### src/rtl/lp_halt_pkg.sv
package lp_halt_pkg;

    typedef enum logic [2:0] {
        ST_RUN      = 3'd0,
        ST_HALT     = 3'd1,
        ST_ACT_HALT = 3'd2,
        ST_STAB     = 3'd3,
        ST_RESUME   = 3'd4
    } halt_state_t;

    localparam logic [1:0] IMASK_OPEN = 2'b10;

endpackage

### src/rtl/lp_wake_sel.sv
module lp_wake_sel #(
    parameter int                NUM_XIRQ  = 4,
    parameter logic [NUM_XIRQ-1:0] WAKE_MASK = '1
) (
    input  logic                active_mode,
    input  logic                rtc_tick,
    input  logic [NUM_XIRQ-1:0] ext_irq,
    input  logic                entry_pend,
    input  logic                sys_rst_req,
    output logic                irq_wake,
    output logic                rst_wake
);

    logic [NUM_XIRQ-1:0] ext_hit;

    for (genvar g = 0; g < NUM_XIRQ; g++) begin : g_line
        if (WAKE_MASK[g]) begin : g_cap
            assign ext_hit[g] = ext_irq[g];
        end else begin : g_blk
            assign ext_hit[g] = 1'b0;
        end
    end

    logic any_ext;
    assign any_ext = |ext_hit;

    always_comb begin
        if (active_mode) begin
            irq_wake = any_ext | rtc_tick | entry_pend;
        end else begin
            irq_wake = any_ext;
        end
        rst_wake = sys_rst_req;
    end

endmodule

### src/rtl/lp_stab_timer.sv
module lp_stab_timer #(
    parameter int STAB_CYCLES = 4096
) (
    input  logic clk,
    input  logic rst_n,
    input  logic load,
    input  logic run,
    output logic done
);

    localparam int CNT_W = (STAB_CYCLES > 2) ? $clog2(STAB_CYCLES) : 1;
    localparam logic [CNT_W-1:0] LOAD_VAL = CNT_W'(STAB_CYCLES - 1);

    logic [CNT_W-1:0] cnt_q;

    always_ff @(posedge clk or negedge rst_n) begin
        if (!rst_n) begin
            cnt_q <= '0;
        end else if (load) begin
            cnt_q <= LOAD_VAL;
        end else if (run && cnt_q != '0) begin
            cnt_q <= cnt_q - 1'b1;
        end
    end

    assign done = run && !load && (cnt_q == '0);

endmodule

### src/rtl/lp_en_decode.sv
module lp_en_decode
    import lp_halt_pkg::*;
(
    input  halt_state_t state,
    input  logic        path_rst,
    input  logic        wdg_active,
    output logic        osc_en,
    output logic        rtc_en,
    output logic        cpu_en,
    output logic        periph_en,
    output logic        imask_force,
    output logic [1:0]  imask_val,
    output logic        resume_irq,
    output logic        fetch_rst_vec,
    output logic        wdg_rst_suppress,
    output logic        wdg_rst_req
);

    always_comb begin
        osc_en           = 1'b1;
        rtc_en           = 1'b1;
        cpu_en           = 1'b1;
        periph_en        = 1'b1;
        imask_force      = 1'b0;
        imask_val        = 2'b00;
        resume_irq       = 1'b0;
        fetch_rst_vec    = 1'b0;
        wdg_rst_suppress = 1'b0;
        wdg_rst_req      = 1'b0;
        unique case (state)
            ST_RUN: begin
            end
            ST_HALT: begin
                osc_en      = 1'b0;
                rtc_en      = 1'b0;
                cpu_en      = 1'b0;
                periph_en   = 1'b0;
                wdg_rst_req = wdg_active;
            end
            ST_ACT_HALT: begin
                cpu_en           = 1'b0;
                periph_en        = 1'b0;
                imask_force      = 1'b1;
                imask_val        = IMASK_OPEN;
                wdg_rst_suppress = 1'b1;
            end
            ST_STAB: begin
                cpu_en    = 1'b0;
                periph_en = 1'b0;
            end
            ST_RESUME: begin
                resume_irq    = !path_rst;
                fetch_rst_vec = path_rst;
            end
            default: begin
            end
        endcase
    end

endmodule

### src/rtl/lp_halt_ctrl.sv
module lp_halt_ctrl
    import lp_halt_pkg::*;
#(
    parameter int                  STAB_CYCLES = 4096,
    parameter int                  NUM_XIRQ    = 4,
    parameter logic [NUM_XIRQ-1:0] WAKE_MASK   = '1
) (
    input  logic                clk,
    input  logic                rst_n,
    input  logic                halt_req,
    input  logic                osc_irq_en,
    input  logic                rtc_tick,
    input  logic [NUM_XIRQ-1:0] ext_irq,
    input  logic                irq_pending,
    input  logic                sys_rst_req,
    input  logic                wdg_active,
    output logic                osc_en,
    output logic                rtc_en,
    output logic                cpu_en,
    output logic                periph_en,
    output logic                imask_force,
    output logic [1:0]          imask_val,
    output logic                wake_strobe,
    output logic                resume_irq,
    output logic                fetch_rst_vec,
    output logic                wdg_rst_suppress,
    output logic                wdg_rst_req
);

    halt_state_t state_q, state_d;
    logic        path_rst_q, path_rst_d;
    logic        entry_pend_q, entry_pend_d;
    logic        wake_q, wake_d;
    logic        irq_wake, rst_wake;
    logic        stab_load, stab_done;
    logic        in_halt;

    assign in_halt = (state_q == ST_HALT) || (state_q == ST_ACT_HALT);

    lp_wake_sel #(
        .NUM_XIRQ  (NUM_XIRQ),
        .WAKE_MASK (WAKE_MASK)
    ) u_wake (
        .active_mode (state_q == ST_ACT_HALT),
        .rtc_tick    (rtc_tick),
        .ext_irq     (ext_irq),
        .entry_pend  (entry_pend_q),
        .sys_rst_req (sys_rst_req),
        .irq_wake    (irq_wake),
        .rst_wake    (rst_wake)
    );

    lp_stab_timer #(
        .STAB_CYCLES (STAB_CYCLES)
    ) u_timer (
        .clk   (clk),
        .rst_n (rst_n),
        .load  (stab_load),
        .run   (state_q == ST_STAB),
        .done  (stab_done)
    );

    always_comb begin
        state_d      = state_q;
        path_rst_d   = path_rst_q;
        entry_pend_d = entry_pend_q;
        wake_d       = 1'b0;
        stab_load    = 1'b0;
        unique case (state_q)
            ST_RUN: begin
                if (halt_req) begin
                    state_d      = osc_irq_en ? ST_ACT_HALT : ST_HALT;
                    entry_pend_d = osc_irq_en && irq_pending;
                end
            end
            ST_HALT: begin
                if (rst_wake || irq_wake) begin
                    state_d    = ST_STAB;
                    path_rst_d = rst_wake;
                    stab_load  = 1'b1;
                    wake_d     = 1'b1;
                end
            end
            ST_ACT_HALT: begin
                if (rst_wake) begin
                    state_d      = ST_STAB;
                    path_rst_d   = 1'b1;
                    stab_load    = 1'b1;
                    wake_d       = 1'b1;
                    entry_pend_d = 1'b0;
                end else if (irq_wake) begin
                    state_d      = ST_RESUME;
                    path_rst_d   = 1'b0;
                    wake_d       = 1'b1;
                    entry_pend_d = 1'b0;
                end
            end
            ST_STAB: begin
                if (rst_wake) begin
                    path_rst_d = 1'b1;
                    stab_load  = 1'b1;
                end else if (stab_done) begin
                    state_d = ST_RESUME;
                end
            end
            ST_RESUME: begin
                state_d = ST_RUN;
            end
            default: begin
                state_d = ST_RUN;
            end
        endcase
    end

    always_ff @(posedge clk or negedge rst_n) begin
        if (!rst_n) begin
            state_q      <= ST_RUN;
            path_rst_q   <= 1'b0;
            entry_pend_q <= 1'b0;
            wake_q       <= 1'b0;
        end else begin
            state_q      <= state_d;
            path_rst_q   <= path_rst_d;
            entry_pend_q <= entry_pend_d;
            wake_q       <= wake_d;
        end
    end

    lp_en_decode u_dec (
        .state            (state_q),
        .path_rst         (path_rst_q),
        .wdg_active       (wdg_active),
        .osc_en           (osc_en),
        .rtc_en           (rtc_en),
        .cpu_en           (cpu_en),
        .periph_en        (periph_en),
        .imask_force      (imask_force),
        .imask_val        (imask_val),
        .resume_irq       (resume_irq),
        .fetch_rst_vec    (fetch_rst_vec),
        .wdg_rst_suppress (wdg_rst_suppress),
        .wdg_rst_req      (wdg_rst_req)
    );

    assign wake_strobe = wake_q;


    active_entry_chk: assert property (@(posedge clk) disable iff (!rst_n)
        (state_q == ST_RUN && halt_req && osc_irq_en) |=> (osc_en && rtc_en && !cpu_en && !periph_en));


    plain_entry_chk: assert property (@(posedge clk) disable iff (!rst_n)
        (state_q == ST_RUN && halt_req && !osc_irq_en) |=> (!osc_en && !rtc_en && !cpu_en));


    rtc_wake_chk: assert property (@(posedge clk) disable iff (!rst_n)
        (state_q == ST_ACT_HALT && rtc_tick && !sys_rst_req) |=> (resume_irq && cpu_en));


    rst_priority_chk: assert property (@(posedge clk) disable iff (!rst_n)
        (in_halt && sys_rst_req) |=> (state_q == ST_STAB && !cpu_en));


    stab_exit_chk: assert property (@(posedge clk) disable iff (!rst_n)
        stab_done |=> (state_q == ST_RESUME && cpu_en));


    resume_once_chk: assert property (@(posedge clk) disable iff (!rst_n)
        (state_q == ST_RESUME) |=> (state_q == ST_RUN));


    strobe_pulse_chk: assert property (@(posedge clk) disable iff (!rst_n)
        wake_strobe |=> !wake_strobe);


    wdg_hold_chk: assert property (@(posedge clk) disable iff (!rst_n)
        (state_q == ST_ACT_HALT) |-> (wdg_rst_suppress && !wdg_rst_req));

endmodule

### config.mk
export PLATFORM = sky130hd
export DESIGN_NAME = lp_halt_ctrl
export DESIGN_NICKNAME = d
export VERILOG_FILES = /design/src/rtl/lp_halt_pkg.sv /design/src/rtl/lp_wake_sel.sv /design/src/rtl/lp_stab_timer.sv /design/src/rtl/lp_en_decode.sv /design/src/rtl/lp_halt_ctrl.sv
export SDC_FILE = /design/constraint.sdc
export NUM_CORES = 1
export LEC_CHECK = 0
export BUFFER_PORTS_ARGS = -buffer_cell sky130_fd_sc_hd__buf_4
export CAP_MARGIN = 0
export CORE_ASPECT_RATIO = 1.25
export CORE_UTILIZATION = 55
export DETAILED_ROUTE_END_ITERATION = 8
export GPL_ROUTABILITY_DRIVEN = 0
export PLACE_DENSITY = 0.81
export SETUP_SLACK_MARGIN = 0.5
export SYNTH_ARGS = -nofsm -noshare
export SYNTH_HDL_FRONTEND = slang
export SYNTH_SLANG_ARGS = --single-unit
### constraint.sdc
create_clock -name clk -period 3.6 [get_ports clk]
set_input_delay 0.54 -clock clk [delete_from_list [all_inputs] [get_ports clk]]
set_output_delay 0.54 -clock clk [all_outputs]
set_load 0.01 [all_outputs]
# Word level (Yosys, flattened, before mapping)

Index checks and enable logic that the tools add are counted.

Bits in registers: 18
Input bits: 12
Output and inout bits: 12

Add/subtract/negate cells: 1
Equal/unequal tests: 10
Muxes and demuxes: 32
Bitwise operators: 2
Reductions and logical operators: 19

Operator list:

| operator                                            | count |
|---|---|
| two-way mux 12 bit                                  | 2 |
| two-way mux 3 bit                                   | 6 |
| two-way mux 1 bit                                   | 17 |
| logical NOT 12 bit                                  | 1 |
| one-hot mux 3 bit (4 select lines)                  | 1 |
| nonzero test 12 bit                                 | 1 |
| subtractor 12 x 1 -> 12 bit, second input constant  | 1 |
| inequality test 2 bit, second input constant        | 4 |
| equality test 3 x 2 -> 1 bit, second input constant | 2 |
| one-hot mux 1 bit (2 select lines)                  | 3 |
| AND reduction 5 bit                                 | 1 |
| logical AND 1 bit                                   | 4 |
| two-way mux 2 bit                                   | 2 |
| AND reduction 4 bit                                 | 1 |
| nonzero test 2 bit                                  | 2 |
| OR reduction 4 bit                                  | 1 |
| equality test 3 x 1 -> 1 bit, second input constant | 1 |
| equality test 3 bit, second input constant          | 1 |
| logical NOT 3 bit                                   | 1 |
| inequality test 3 bit, second input constant        | 1 |
| one-hot mux 1 bit (3 select lines)                  | 1 |
| AND reduction 3 bit                                 | 1 |
| nonzero test 3 bit                                  | 1 |
| OR reduction 3 bit                                  | 1 |
| other kinds (5)                                     | 7 |

# Logic depth before layout (Yosys ltp)

Word-level depth: 13
Mapped depth: 6
Gate-level depth less buffers: 6

# Hierarchy

From an unflattened synthesis, not the netlist that was laid out.

Cell total of the unflattened synthesis: 137
Area, all modules: 1268.7 um^2

By module, submodules not included:

| module        | instances | cells each | area an instance (um^2) | seq. area each (um^2) |
|---|---|---|---|---|
| lp_stab_timer | 1         | 76         | 721.9                   | 300.3 |
| lp_halt_ctrl  | 1         | 45         | 421.7                   | 150.1 |
| lp_en_decode  | 1         | 12         | 96.3                    | 0.0 |
| lp_wake_sel   | 1         | 4          | 28.8                    | 0.0 |

# Worst setup path after synthesis

OpenSTA, ideal clock, no wires.

Kind: in2reg
From: input port ext_irq[3]
To: register state_q[1]
Setup time: 131 ps
Data arrival time: 1669 ps
Data required time: 3469 ps
Path slack: 1800 ps
Cell stages on the path: 4
Buffers on the path: 0
Cell sequence: or4_4 a211oi_2 nor3_1 or3_1

Word-level cells in the longest chain between the ends: 12

Ends and longest elaborated chain:

| item                               | RTL line            | text |
|---|---|---|
| start: declaration                 | lp_halt_ctrl.sv:13  | `input logic [NUM_XIRQ-1:0] ext_irq,` |
| OR reduction 4 bit (*)             | lp_wake_sel.sv:25   | `assign any_ext = \|ext_hit;` |
| bitwise OR 1 bit (2 in series)     | lp_wake_sel.sv:29   | `irq_wake = any_ext \| rtc_tick \| entry_pend;` |
| two-way mux 1 bit (*)              | lp_wake_sel.sv:28   | `if (active_mode) begin` |
| logical OR 1 bit                   | lp_halt_ctrl.sv:77  | `if (rst_wake \|\| irq_wake) begin` |
| two-way mux 1 bit                  | lp_halt_ctrl.sv:77  |  |
| one-hot mux 1 bit (2 select lines) | lp_halt_ctrl.sv:69  | `unique case (state_q)` |
| logical NOT 1 bit                  | lp_stab_timer.sv:26 | `assign done = run && !load && (cnt_q == '0);` |
| logical AND 1 bit (2 in series)    | lp_stab_timer.sv:26 |  |
| inequality test 2 bit (no line)    | -                   |  |
| AND reduction 5 bit (no line) (*)  | -                   |  |
| end signal: assignment             | lp_halt_ctrl.sv:122 | `state_q <= state_d;` |
| end: declaration                   | lp_halt_ctrl.sv:30  | `halt_state_t state_q, state_d;` |

Every way passes the cells marked *; elsewhere a longest branch is shown, timed or not.
A chain may end at the register's enable or synchronous reset.

# Worst setup path after layout

From: register state_q[0]
To: output port wdg_rst_req

Word-level cells in the longest chain between the ends: 2

Ends and longest elaborated chain:

| item                         | RTL line           | text |
|---|---|---|
| equality test 3 x 1 -> 1 bit | lp_en_decode.sv:30 | `unique case (state)` |
| two-way mux 1 bit            | lp_en_decode.sv:30 |  |
| end: declaration             | lp_halt_ctrl.sv:27 | `output logic wdg_rst_req` |

No other way between the ends.

==> impl_metrics.ini <==
[run_status]
status = finished with violations
violations_in_the_final_reports = DRC

[yosys]
synth_seq_area_share_pct = 37.7
yosys_register_bits = 18
synthCells = 123
synth.top_cells.by_count = 18 x dfrtp_1, 8 x nor2_1, 7 x nor3_1, 6 x buf_4, 6 x inv_1
synth_cell_type_count = 45
avgSynthCellArea_um2 = 9.72
synth_area_um2 = 1200
yosysWarnings = 0
yosys.area.top_type_share_pct = 37.7
postSynthNetCount = 136
synth_area_leaders = dfrtp_1 38%, buf_4 3.8%, nor4_4 3.6%, a211oi_1 3.1%, nor3_1 2.9%
synth_enable_flop_cells = 0
synth_most_common_cell = dfrtp_1
asyncSetResetFlopFracSynth_pct = 100
yosysTopAreaCell = dfrtp_1
synthFlopType = dfrtp_1

[sta]
fin_worst_skew_ns = 0.0127
final_max_slew_viol_count = 0
timing.fmax_mhz = 445
final_period_minus_worst_setup_slack_ns = 2.25
hold_viol = 0
totalNegativeSetupSlack_ns = 0
slew_headroom_pct = 57.4
worstMarginPinSlew_ns = 0.633
min_period_over_period_pct = 62.4
setup_viol_count_final = 0
post-route-worst-setup-slack_ns = 1.35
setup_repair_after_global_routing_missed_its_margin = no

[route]
firstDrtPassIters = 6
antenna_violating_nets_post_route = 0
wl_per_cell_um = 16.1
detailedRoute.firstIterationViolations = 19
route.detailed.drc = 1
post_drt_via_cell_ratio = 6.45
via_count = 1025
wl_final_mm = 2.56

[clock_network]
cts_resized = 0
hold_buffers = 0
cts_htree_levels = 1
clkLatencyLatePin_ns = 0.30
clock_sinks = 18
cts_buffers = 3
tritoncts = yes
cts.reportedPaths.clkPinSlew_ns = 0.11
clock_tree.buffer_depth = 2
post_cts_setup_buffer_count = 0
cts_root_buffer = clkbuf_4

[setup_path]
timing.rr.end = state_q[1]
critPathArrivalTime_ns = 1.71
regToRegSetupSlack_ns = 1.62
critical_path.max_fanout = 15
critical_path_required_ns = 3.06
regToRegStartpoint = u_timer.cnt_q[0]
worstSetupStartpointType = register
worst_path_buffer_plus_inverter_count = 1
worst-r2r-cell-count = 6
cp-endpoint = wdg_rst_req
timing.critical_path.from = state_q[0]
cpMaxStageDelayCell = dfrtp_1
crit_chain = or3b_1 > nor2_1 > buf_4
critPathMaxStageDelay_ns = 0.62
worstSetupPathType = reg2out
type_of_element_capturing_the_critical_path = output port
timing.critical_path.depth = 3
cp_top_family = simple AND/OR/NAND/NOR gates

[die]
placement_rows = 18
dieArea_um2 = 2370
ioPinCount = 24
initial_utilization_pct = 59.7
floorplan.core_area_um2 = 2000
die_h_um = 54.1
floorplan.die.width_um = 43.7

[grt]
grt_first_pass_wirelength_mm = 4.31
grt.total_usage_pct = 24.8
grt_antenna_before_repair = 0
grt_start_max_net_pins = 19
global_route.overflow_total = 0
vias_in_the_first_global_route = 982

[pwr]
power_mw = 0.842
power_switching_share_pct = 41.4
power.sequential.fraction_pct = 37.7
internal_power_mw = 0.493
power_switching_mw = 0.348
vdd_drop_max_mv = 0.430
leakagePower_nw = 0.549
combinationalPowerShare_pct = 47.4
p_clk_share_pct = 14.9
pwr_density_cell_nw_per_um2 = 619

[final_layout]
antenna_cells = 0
finalNetCount = 153
final_cell_utilization_of_the_core_pct = 67.8
nFillCells = 159
syn_to_final_growth_pct = 13.6
drive_above_1_share_pct = 26.6
final_cell_count_no_fill = 159

[placed_design]
dp_worst_setup_slack_ns = 1.60
numPortBuffers = 22
hpwl_mm = 1.85
dp.cells = 155

[worst_hold_path]
hp-class = in2async

[run]
max_cap_viol_count = 0
-- worst min-delay path by stage --
stage                   endpoint  slack (ns)
2_1_floorplan       entry_pend_q        0.24
3_3_place_gp         wake_strobe        0.42
3_5_place_dp          path_rst_q        0.42
4_1_cts               path_rst_q        0.09
5_1_grt        u_timer.cnt_q[10]         0.1
6_report             wake_strobe        0.09
-- sequential cells by signal, summed over array words and instances (netlist names) --
name / count
path_rst_q: 1
entry_pend_q: 1
state_q: 3
u_timer.cnt_q: 12
wake_strobe: 1
-- final cells by class --
| cell class | count | area [um2] | share of cell area, % |
|---|---|---|---|
| clock buffer | 4 | 36.3 | 2.67 |
| inverter | 6 | 22.5 | 1.66 |
| multi-input combinational | 89 | 659 | 48.5 |
| sequential | 18 | 450 | 33.1 |
| tap | 20 | 25.0 | 1.84 |
| timing repair buffer | 22 | 165 | 12.2 |
-- worst register-to-register path, delay by kind of cell (launching register included) --
| kind | cells | cell delay (ns) |
|---|---|---|
| simple gates | 3 | 0.93 |
| buf+inv | 1 | 0.07 |
| fa+ha+maj | 1 | 0.21 |
| flops | 1 | 0.43 |
| compound gates | 1 | 0.23 |
-- kinds of logic after synthesis --
logic type | after synthesis | share of synthesized area (%)
other | 1 | 0.314
flip-flops | 18 | 37.7
XOR/XNOR | 3 | 2.20
adder cells (fa/ha/maj) | 1 | 1.05
AND/OR/NAND/NOR | 55 | 31.6
buffers and inverters | 16 | 7.22
AO/OA/AOI/OAI | 29 | 20.0
-- per-layer routing --
metal,track usage (%),part of all wire (%)
met5,0,0
met2,42.8,52
met1,31.0,43
met4,10.9,2.0
met3,3.02,3.1
-- placed cells by master (no fill, tap or decap), drive strengths merged, types with 2 or more instances in the layout --
cell type  netlist  routed
inv              6       6
nor3             7       7
or3b             3       3
nand4b           2       2
o21a             3       3
xnor2            3       3
buf              9      22
clkbuf           1       4
and3             3       3
or2              2       2
a31oi            2       2
nor3b            4       4
o21ai            3       3
and3b            2       2
nor2             8       8
nand4            2       2
nor4             5       5
nor4b            2       2
a21oi            2       2
nand2            5       5
dfrtp           18      18
a211oi           7       7
o31ai            2       2
and4             2       2
nand3            3       3
a211o            4       4
-- through the flow --
step | area, um2 | hold slack (ns)
6_report | 1360 | 0.0853
5_1_grt | 1360 | 0.0972
4_1_cts | 1360 | 0.0931
3_5_place_dp | 1320 | 0.423
3_3_place_gp | 1320 | 0.424
2_1_floorplan | 1200 | 0.244
-- power groups by stage --
stage                     combinational [mW]  sequential [mW]  clock (mW)
after floorplan                        0.340            0.276           0
after global placement                 0.387            0.318           0
after detailed placement               0.396            0.320           0
after CTS                              0.399            0.316       0.127
after global routing                   0.438            0.328       0.135
final                                  0.399            0.317       0.125
(Power assumes the default switching activity.)
